File: config.mk
export PLATFORM = sky130hd
export DESIGN_NAME = nicr_sched
export DESIGN_NICKNAME = d
export VERILOG_FILES = /design/src/rtl/ncs_pkg.sv /design/src/rtl/ncs_slot_table.sv /design/src/rtl/ncs_rr_pick.sv /design/src/rtl/ncs_chan.sv /design/src/rtl/nicr_sched.sv
export SDC_FILE = /design/constraint.sdc
export NUM_CORES = 1
export LEC_CHECK = 0
export ABC_CLOCK_PERIOD_IN_PS = 3500
export BUFFER_PORTS_ARGS = -buffer_cell sky130_fd_sc_hd__buf_4
export CAP_MARGIN = 25
export CORE_MARGIN = 3
export CORE_UTILIZATION = 45
export DETAILED_ROUTE_END_ITERATION = 8
export HOLD_SLACK_MARGIN = 0.1
export PLACE_DENSITY_LB_ADDON = 0.15
export SYNTH_ARGS = -nofsm -noshare
export SYNTH_HDL_FRONTEND = slang
export SYNTH_SLANG_ARGS = --single-unit
File: constraint.sdc
create_clock -name clk -period 3.5 [get_ports clk]
set_input_delay 0.35 -clock clk [delete_from_list [all_inputs] [get_ports clk]]
set_output_delay 0.35 -clock clk [all_outputs]
set_load 0.01 [all_outputs]
File: src/rtl/ncs_pkg.sv
package ncs_pkg;

    typedef enum logic [1:0] {
        ST_IDLE     = 2'd0,
        ST_GT_GRANT = 2'd1,
        ST_BE_GRANT = 2'd2
    } sched_state_e;

endpackage

File: src/rtl/ncs_slot_table.sv
module ncs_slot_table #(
    parameter int SLOTS = 16,
    parameter int CH_W  = 2,
    localparam int IDX_W = $clog2(SLOTS)
) (
    input  logic             clk,
    input  logic             rst_n,
    input  logic             wr_en,
    input  logic [IDX_W-1:0] wr_idx,
    input  logic             wr_valid,
    input  logic [CH_W-1:0]  wr_ch,
    input  logic             advance,
    output logic             cur_valid,
    output logic [CH_W-1:0]  cur_ch
);

    logic [SLOTS-1:0] rsv_q;
    logic [CH_W-1:0]  own_q [SLOTS];
    logic [IDX_W-1:0] slot_q;

    always_ff @(posedge clk) begin
        if (!rst_n) begin
            rsv_q  <= '0;
            slot_q <= '0;
            for (int s = 0; s < SLOTS; s++) own_q[s] <= '0;
        end else begin
            if (wr_en) begin
                rsv_q[wr_idx] <= wr_valid;
                own_q[wr_idx] <= wr_ch;
            end
            if (advance) begin
                slot_q <= (slot_q == IDX_W'(SLOTS - 1)) ? '0 : slot_q + 1'b1;
            end
        end
    end

    assign cur_valid = rsv_q[slot_q];
    assign cur_ch    = own_q[slot_q];

endmodule

File: src/rtl/ncs_rr_pick.sv
module ncs_rr_pick #(
    parameter int N = 4,
    localparam int CH_W = $clog2(N)
) (
    input  logic            clk,
    input  logic            rst_n,
    input  logic [N-1:0]    req,
    input  logic            advance,
    output logic            any,
    output logic [CH_W-1:0] pick
);

    logic [CH_W-1:0] last_q;

    always_comb begin
        any  = 1'b0;
        pick = '0;
        for (int k = 1; k <= N; k++) begin
            if (!any && req[(int'(last_q) + k) % N]) begin
                any  = 1'b1;
                pick = CH_W'((int'(last_q) + k) % N);
            end
        end
    end

    always_ff @(posedge clk) begin
        if (!rst_n) begin
            last_q <= CH_W'(N - 1);
        end else if (advance && any) begin
            last_q <= pick;
        end
    end

    AST_RR_PICK_REQUESTS: assert property (@(posedge clk) disable iff (!rst_n)
        any |-> req[pick]);

endmodule

File: src/rtl/ncs_chan.sv
module ncs_chan #(
    parameter int SPC_W     = 6,
    parameter int CRD_W     = 7,
    parameter int CRF_W     = 5,
    parameter int MAX_WORDS = 11,
    parameter int PATH_W    = 8,
    parameter int QID_W     = 2,
    localparam int WRD_W    = $clog2(MAX_WORDS + 1),
    localparam int CRF_MAX  = (1 << CRF_W) - 1
) (
    input  logic              clk,
    input  logic              rst_n,
    input  logic              cfg_load,
    input  logic              cfg_gt,
    input  logic [PATH_W-1:0] cfg_path,
    input  logic [QID_W-1:0]  cfg_qid,
    input  logic [SPC_W-1:0]  cfg_space,
    input  logic [SPC_W-1:0]  level,
    input  logic              cons_inc,
    input  logic              rx_add,
    input  logic [CRF_W-1:0]  rx_cred,
    input  logic              take,
    output logic              is_gt,
    output logic [PATH_W-1:0] path,
    output logic [QID_W-1:0]  qid,
    output logic              eligible,
    output logic [WRD_W-1:0]  pkt_words,
    output logic [CRF_W-1:0]  pkt_creds
);

    logic [SPC_W-1:0]  space_q;
    logic [CRD_W-1:0]  cred_q;
    logic [SPC_W-1:0]  sendable;
    logic [SPC_W:0]    space_sum;
    logic [CRD_W:0]    cred_sum;

    assign sendable  = (level < space_q) ? level : space_q;
    assign pkt_words = (sendable > SPC_W'(MAX_WORDS)) ? WRD_W'(MAX_WORDS) : WRD_W'(sendable);
    assign pkt_creds = (cred_q > CRD_W'(CRF_MAX)) ? CRF_W'(CRF_MAX) : CRF_W'(cred_q);
    assign eligible  = (sendable != '0) || (cred_q != '0);

    always_comb begin
        space_sum = {1'b0, space_q};
        if (rx_add) space_sum = space_sum + (SPC_W+1)'(rx_cred);
        if (take)   space_sum = space_sum - (SPC_W+1)'(pkt_words);
        cred_sum = {1'b0, cred_q};
        if (cons_inc) cred_sum = cred_sum + 1'b1;
        if (take)     cred_sum = cred_sum - (CRD_W+1)'(pkt_creds);
    end

    always_ff @(posedge clk) begin
        if (!rst_n) begin
            space_q <= '0;
            cred_q  <= '0;
            is_gt   <= 1'b0;
            path    <= '0;
            qid     <= '0;
        end else begin
            cred_q <= cred_sum[CRD_W-1:0];
            if (cfg_load) begin
                space_q <= cfg_space;
                is_gt   <= cfg_gt;
                path    <= cfg_path;
                qid     <= cfg_qid;
            end else begin
                space_q <= space_sum[SPC_W-1:0];
            end
        end
    end

    AST_NO_OVERSEND: assert property (@(posedge clk) disable iff (!rst_n)
        take |-> (SPC_W'(pkt_words) <= space_q && SPC_W'(pkt_words) <= level));
    AST_SPACE_FITS: assert property (@(posedge clk) disable iff (!rst_n)
        !space_sum[SPC_W]);
    AST_CREDIT_FITS: assert property (@(posedge clk) disable iff (!rst_n)
        !cred_sum[CRD_W]);

endmodule

File: src/rtl/nicr_sched.sv
module nicr_sched
    import ncs_pkg::*;
#(
    parameter int NUM_CH    = 4,
    parameter int SLOTS     = 16,
    parameter int SPC_W     = 6,
    parameter int CRD_W     = 7,
    parameter int CRF_W     = 5,
    parameter int MAX_WORDS = 11,
    parameter int PATH_W    = 8,
    parameter int QID_W     = 2,
    localparam int CH_W     = $clog2(NUM_CH),
    localparam int IDX_W    = $clog2(SLOTS),
    localparam int WRD_W    = $clog2(MAX_WORDS + 1)
) (
    input  logic                    clk,
    input  logic                    rst_n,
    input  logic                    cfg_we,
    input  logic [CH_W-1:0]         cfg_ch,
    input  logic                    cfg_gt,
    input  logic [PATH_W-1:0]       cfg_path,
    input  logic [QID_W-1:0]        cfg_qid,
    input  logic [SPC_W-1:0]        cfg_space,
    input  logic                    slot_we,
    input  logic [IDX_W-1:0]        slot_idx,
    input  logic                    slot_valid,
    input  logic [CH_W-1:0]         slot_ch,
    input  logic                    slot_tick,
    input  logic [NUM_CH*SPC_W-1:0] src_level,
    input  logic                    cons_vld,
    input  logic [CH_W-1:0]         cons_ch,
    input  logic                    rx_vld,
    input  logic [CH_W-1:0]         rx_ch,
    input  logic [CRF_W-1:0]        rx_credits,
    output logic                    tx_vld,
    output logic                    tx_gt,
    output logic [CH_W-1:0]         tx_ch,
    output logic [PATH_W-1:0]       tx_path,
    output logic [QID_W-1:0]        tx_qid,
    output logic [CRF_W-1:0]        tx_credits,
    output logic [WRD_W-1:0]        tx_words
);

    logic [NUM_CH-1:0] elig, is_gt, be_req, take;
    logic [PATH_W-1:0] ch_path  [NUM_CH];
    logic [QID_W-1:0]  ch_qid   [NUM_CH];
    logic [WRD_W-1:0]  ch_words [NUM_CH];
    logic [CRF_W-1:0]  ch_creds [NUM_CH];

    logic            cur_valid, gt_hit, rr_any, grant;
    logic [CH_W-1:0] cur_ch, rr_pick, sel_ch;

    sched_state_e state_q, state_d;

    ncs_slot_table #(.SLOTS(SLOTS), .CH_W(CH_W)) u_slots (
        .clk(clk), .rst_n(rst_n),
        .wr_en(slot_we), .wr_idx(slot_idx), .wr_valid(slot_valid), .wr_ch(slot_ch),
        .advance(slot_tick), .cur_valid(cur_valid), .cur_ch(cur_ch)
    );

    for (genvar i = 0; i < NUM_CH; i++) begin : g_ch
        ncs_chan #(
            .SPC_W(SPC_W), .CRD_W(CRD_W), .CRF_W(CRF_W), .MAX_WORDS(MAX_WORDS),
            .PATH_W(PATH_W), .QID_W(QID_W)
        ) u_ch (
            .clk(clk), .rst_n(rst_n),
            .cfg_load(cfg_we && cfg_ch == CH_W'(i)),
            .cfg_gt(cfg_gt), .cfg_path(cfg_path), .cfg_qid(cfg_qid), .cfg_space(cfg_space),
            .level(src_level[i*SPC_W +: SPC_W]),
            .cons_inc(cons_vld && cons_ch == CH_W'(i)),
            .rx_add(rx_vld && rx_ch == CH_W'(i)),
            .rx_cred(rx_credits),
            .take(take[i]),
            .is_gt(is_gt[i]), .path(ch_path[i]), .qid(ch_qid[i]),
            .eligible(elig[i]), .pkt_words(ch_words[i]), .pkt_creds(ch_creds[i])
        );
        assign be_req[i] = elig[i] && !is_gt[i];
        assign take[i]   = grant && (sel_ch == CH_W'(i));
    end

    ncs_rr_pick #(.N(NUM_CH)) u_rr (
        .clk(clk), .rst_n(rst_n), .req(be_req),
        .advance(slot_tick && !gt_hit), .any(rr_any), .pick(rr_pick)
    );

    assign gt_hit = slot_tick && cur_valid && elig[cur_ch];
    assign sel_ch = gt_hit ? cur_ch : rr_pick;
    assign grant  = gt_hit || (slot_tick && rr_any);

    // Next-state decision
    always_comb begin
        state_d = ST_IDLE;
        if (gt_hit)                  state_d = ST_GT_GRANT;
        else if (slot_tick && rr_any) state_d = ST_BE_GRANT;
    end

    // State register and header payload
    always_ff @(posedge clk) begin
        if (!rst_n) begin
            state_q    <= ST_IDLE;
            tx_ch      <= '0;
            tx_path    <= '0;
            tx_qid     <= '0;
            tx_credits <= '0;
            tx_words   <= '0;
        end else begin
            state_q <= state_d;
            if (grant) begin
                tx_ch      <= sel_ch;
                tx_path    <= ch_path[sel_ch];
                tx_qid     <= ch_qid[sel_ch];
                tx_credits <= ch_creds[sel_ch];
                tx_words   <= ch_words[sel_ch];
            end
        end
    end

    // Outputs from state
    always_comb begin
        unique case (state_q)
            ST_IDLE:     begin tx_vld = 1'b0; tx_gt = 1'b0; end
            ST_GT_GRANT: begin tx_vld = 1'b1; tx_gt = 1'b1; end
            ST_BE_GRANT: begin tx_vld = 1'b1; tx_gt = 1'b0; end
            default:     begin tx_vld = 1'b0; tx_gt = 1'b0; end
        endcase
    end

    AST_GT_FIRST: assert property (@(posedge clk) disable iff (!rst_n)
        gt_hit |=> (tx_vld && tx_gt && tx_ch == $past(cur_ch)));
    AST_SILENT_WITHOUT_TICK: assert property (@(posedge clk) disable iff (!rst_n)
        !slot_tick |=> !tx_vld);
    AST_PKT_NOT_EMPTY: assert property (@(posedge clk) disable iff (!rst_n)
        tx_vld |-> (tx_words != '0 || tx_credits != '0));

endmodule

==> summary.md <==
| Metric | Value |
|---|---|
| I/O Buffers | `88` |
| Vias in the first global route | `9821` |
| Met3 usage | `0.0358` |
| Syn Inst Count | `1333` |
| Worst Hold Endpoint | `g_ch[2].u_ch.space_q[5]$_SDFF_PN0_` |
| DP Wirelength | `24.1 mm` |
| Setup Skew | `0.0185 ns` |
| Fraction of the mapped netlist area in adder cells | `0.113` |
| Min-Delay Startpoint | `cfg_space[5]` |
| Placer Congestion | `0.872` |
| DRC Markers | `0` |
| Initial antenna violation count | `0` |
| Final period util | `0.967` |
| Sequential-to-total area share from yosys stat | `0.333` |
| Gr busiest metal | `met2` |
| Antenna Violating Nets Remaining | `0` |
| Worst path slowest cell | `mux4_2` |
| Clock sink count | `177` |
| Dpl cells | `1770` |
| Full die area | `27800 µm²` |
| WL final | `32.8 mm` |
| CTS root buf | `clkbuf_16` |
| DR vias | `10300` |
| Fmax | `295 MHz` |
| GRT met1 Usage | `0.313` |
| Worst Hold Depth | `2` |
| Largest net degree at the start of global routing | `46` |
| Final #Nets | `1631` |
| Final Non-Filler Cells | `1810` |
| Minimum clock period | `3.38 ns` |
| TritonCTS buffer count | `17` |
| EDFF count, synth | `32` |
| Area Overhead vs Synth | `19.9%` |
| Power density over the cells | `953 nW/µm²` |
| YS warnings | `0` |
| Mapped cell area | `11600 µm²` |
| Largest family of logic cells by synthesized area | `simple AND/OR/NAND/NOR gates` |
| Reg-to-reg critical path endpoint | `g_ch[2].u_ch.space_q[4]$_SDFF_PN0_` |
| Post-synthesis async set-or-reset flop share | `0` |
| Crit. End Element | `flip-flop` |
| Die W | `167 µm` |
| Max cap viols | `0` |
| Core ar. | `25300 µm²` |
| Post-synthesis register bit count | `177` |
| Ratio of cells with drive above 1 in the final layout | `0.196` |
| Crit Path Class | `reg -> reg` |
| Count of different cell masters after synthesis | `64` |
| Met2 usage | `0.388` |
| FF-to-FF path depth | `11` |
| Pre-CTS setup slack | `-0.216 ns` |
| Starting density of the core | `0.460` |
| Simple-gate share of the synthesized area | `0.199` |
| Clk_lat worst skew | `0.45 ns` |
| CTS Buffer Depth | `2` |
| Synthesized area per cell | `8.72 µm²` |
| GRT Util Overall | `0.232` |
| VDD IR-drop max | `0.000502 V` |
| Max-slew violations | `0` |
| Most used flip-flop cell after synthesis | `dfxtp_1` |
| Wire length of the first global-routing pass | `51.9 mm` |
| Antenna diodes | `0` |
| Row cnt | `58` |
| WP data required | `3.83 ns` |
| Setup-failing EPs final | `0` |
| H-tree levels | `4` |
| Clock slew at reported path FFs | `0.08 ns` |
| Lkg Pwr | `5.74 nW` |
| Overall Power | `13.3 mW` |
| Drt wl/cell | `18.1 µm` |
| Setup ws final | `0.115 ns` |
| CP peak stage delay | `0.60 ns` |
| Post-Synthesis Net Count | `1497` |
| Status | `completed` |
| Mux contribution to synthesized area | `0.0874` |
| I/O pin cnt | `89` |
| CTS tree | `done` |
| Critical Path, Cell by Cell | `buf_4, mux4_2, mux4_2, buf_4, a211oi_4, o21ai_1, buf_4, a211oi_2, buf_6, a211oi_1, a311o_1` |
| Fin. Hold Viols | `0` |
| Critical path's most frequent cell | `buf_4` |
| Gr ovfl total | `0` |
| Die H | `167 µm` |
| TritonRoute pass-1 iters | `5` |
| Util after Layout | `0.551` |
| Hold WC Path Type | `in -> reg` |
| Critical path launch point type | `flip-flop` |
| RSZ-0062 raised after global routing | `true` |
| Post-Synth XOR/XNOR Area | `0.0460` |
| DRT iter0 DRCs | `773` |
| Arrival time worst endpoint | `3.72 ns` |
| Max-slew headroom | `0.507` |
| Compound-cell area share of the yosys netlist | `0.175` |
| Reg2reg setup slack | `0.12 ns` |
| DR vias/cell | `5.69` |
| Crit path max fanout | `9` |
| Least-Margin Pin Slew | `0.738 ns` |
## logic make-up (layout without fill, tap and decap cells)
family                   after synthesis  after routing
multiplexers                          79             79
AND/OR/NAND/NOR                      479            479
buffers and inverters                131            278
adder cells (fa/ha/maj)               98             98
AO/OA/AOI/OAI                        308            308
flip-flops                           177            177
XOR/XNOR                              61             61
## routing by layer
metal,routed length [µm],vias to the layer above,share of wire
li1,-,5086,-
met1,14700,4883,0.45
met2,15700,274,0.48
met3,1840,47,0.056
met4,595,0,0.018
met5,0,-,0
## cells in the mapped netlist (13+ instances only)
cell | n | area [µm²]
nand2_1 | 186 | 698
dfxtp_1 | 145 | 2900
a21oi_1 | 94 | 470
ha_1 | 86 | 1080
nor2_1 | 86 | 323
inv_1 | 67 | 251
o21ai_0 | 56 | 280
nand3_1 | 52 | 260
clkbuf_1 | 49 | 184
mux2i_1 | 43 | 430
a21o_1 | 36 | 270
nor3_1 | 33 | 165
edfxtp_1 | 32 | 961
xor2_1 | 32 | 280
xnor2_1 | 29 | 254
o221ai_1 | 27 | 236
mux2_2 | 19 | 214
nand4_1 | 19 | 119
nor2b_1 | 18 | 113
or3_1 | 18 | 113
a211oi_1 | 17 | 128
o22ai_1 | 16 | 100
mux4_2 | 15 | 338
nand2b_1 | 14 | 87.6
o211ai_1 | 13 | 97.6
## critical path: cells and delay by family, from the launching register on
kind | cells | cell delay [ns]
flip-flops | 1 | 0.34
AO/OA/AOI/OAI | 5 | 1.08
multiplexers | 2 | 1.14
buffers and inverters | 4 | 0.70
## sequential cells by signal, summed over array words and instances, names as in the netlist, named ones only
name and flops:
u_slots.own_q 32, tx_ch 2, g_ch.u_ch.qid 8, tx_qid 2, tx_path 8, u_slots.slot_q 4
g_ch.u_ch.cred_q 28, u_slots.rsv_q 16, u_rr.last_q 2, tx_words 4, g_ch.u_ch.is_gt 4, g_ch.u_ch.space_q 24
state_q 2, tx_credits 5, g_ch.u_ch.path 32
## what timing repair did
action / CTS / global route
hold buffers: 0 / 0
cloned: 0 / 1
setup endpoints to repair: 5 / 72
buffers inserted: 0 / 7
pin swaps: 0 / 5
gates resized for setup: 1 / 42
## layout make-up
cell class              count  area [µm²]
flip-flops and latches    177        3870
inverters                  67         251
clock inverters            13         138
multi-input cells        1025        7340
fillers                  2366       11300
well taps                 330         413
clock buffers              19         454
repair buffers            179        1460
## how the worst max path moves through the flow
stage | end | cells past startpoint
detailed placement | g_ch[1].u_ch.space_q[4]$_SDFF_PN0_ | 14
finish | g_ch[2].u_ch.space_q[4]$_SDFF_PN0_ | 11
global route | g_ch[1].u_ch.space_q[3]$_SDFF_PN0_ | 15
CTS | g_ch[2].u_ch.space_q[4]$_SDFF_PN0_ | 13
global placement | g_ch[1].u_ch.space_q[4]$_SDFF_PN0_ | 14
floorplan | tx_path[3]$_SDFFE_PN0N_ | 16
## power breakdown
part           internal, mW  switching [mW]
clock                 0.994           0.943
sequential             2.42           0.318
combinational          4.09            4.50
## layout by cell type, fill, tap and decap left out, types with 5 or more instances in the layout
master / netlist / final
a211oi_1: 17 / 13
o22ai_1: 16 / 16
nand2_1: 186 / 186
a211oi_2: 4 / 6
a21oi_1: 94 / 90
dfxtp_2: 0 / 6
buf_4: 3 / 167
nor2_1: 86 / 85
nand3b_1: 7 / 7
nor3_1: 33 / 33
o211ai_1: 13 / 13
nor2b_1: 18 / 18
nand2b_1: 14 / 14
mux2_2: 19 / 19
and3_1: 10 / 9
o31a_1: 5 / 5
o21ai_0: 56 / 53
or3_1: 18 / 18
nand4b_1: 7 / 7
clkbuf_16: 0 / 18
nand3_1: 52 / 51
fa_1: 12 / 12
xnor2_1: 29 / 29
xor2_1: 32 / 32
buf_12: 0 / 8
ha_1: 86 / 86
inv_1: 67 / 66
dfxtp_1: 145 / 139
nand4_1: 19 / 19
inv_8: 0 / 5
a211o_1: 12 / 12
edfxtp_1: 32 / 32
o221ai_1: 27 / 27
a21o_1: 36 / 35
mux2i_1: 43 / 43
mux4_2: 15 / 15
nor3b_1: 11 / 8
## stage by stage
| stage | setup TNS [ns] | cell area (µm²) | hold slack, ns |
|---|---|---|---|
| 3_5_place_dp | -0.742 | 13100 | 0.446 |
| 6_report | 0 | 13900 | 0.169 |
| 2_1_floorplan | 0 | 11600 | 0.436 |
| 3_3_place_gp | -0.140 | 13100 | 0.442 |
| 5_1_grt | -0.181 | 13900 | 0.158 |
| 4_1_cts | 0 | 13700 | 0.162 |
(Power assumes the default switching activity.)
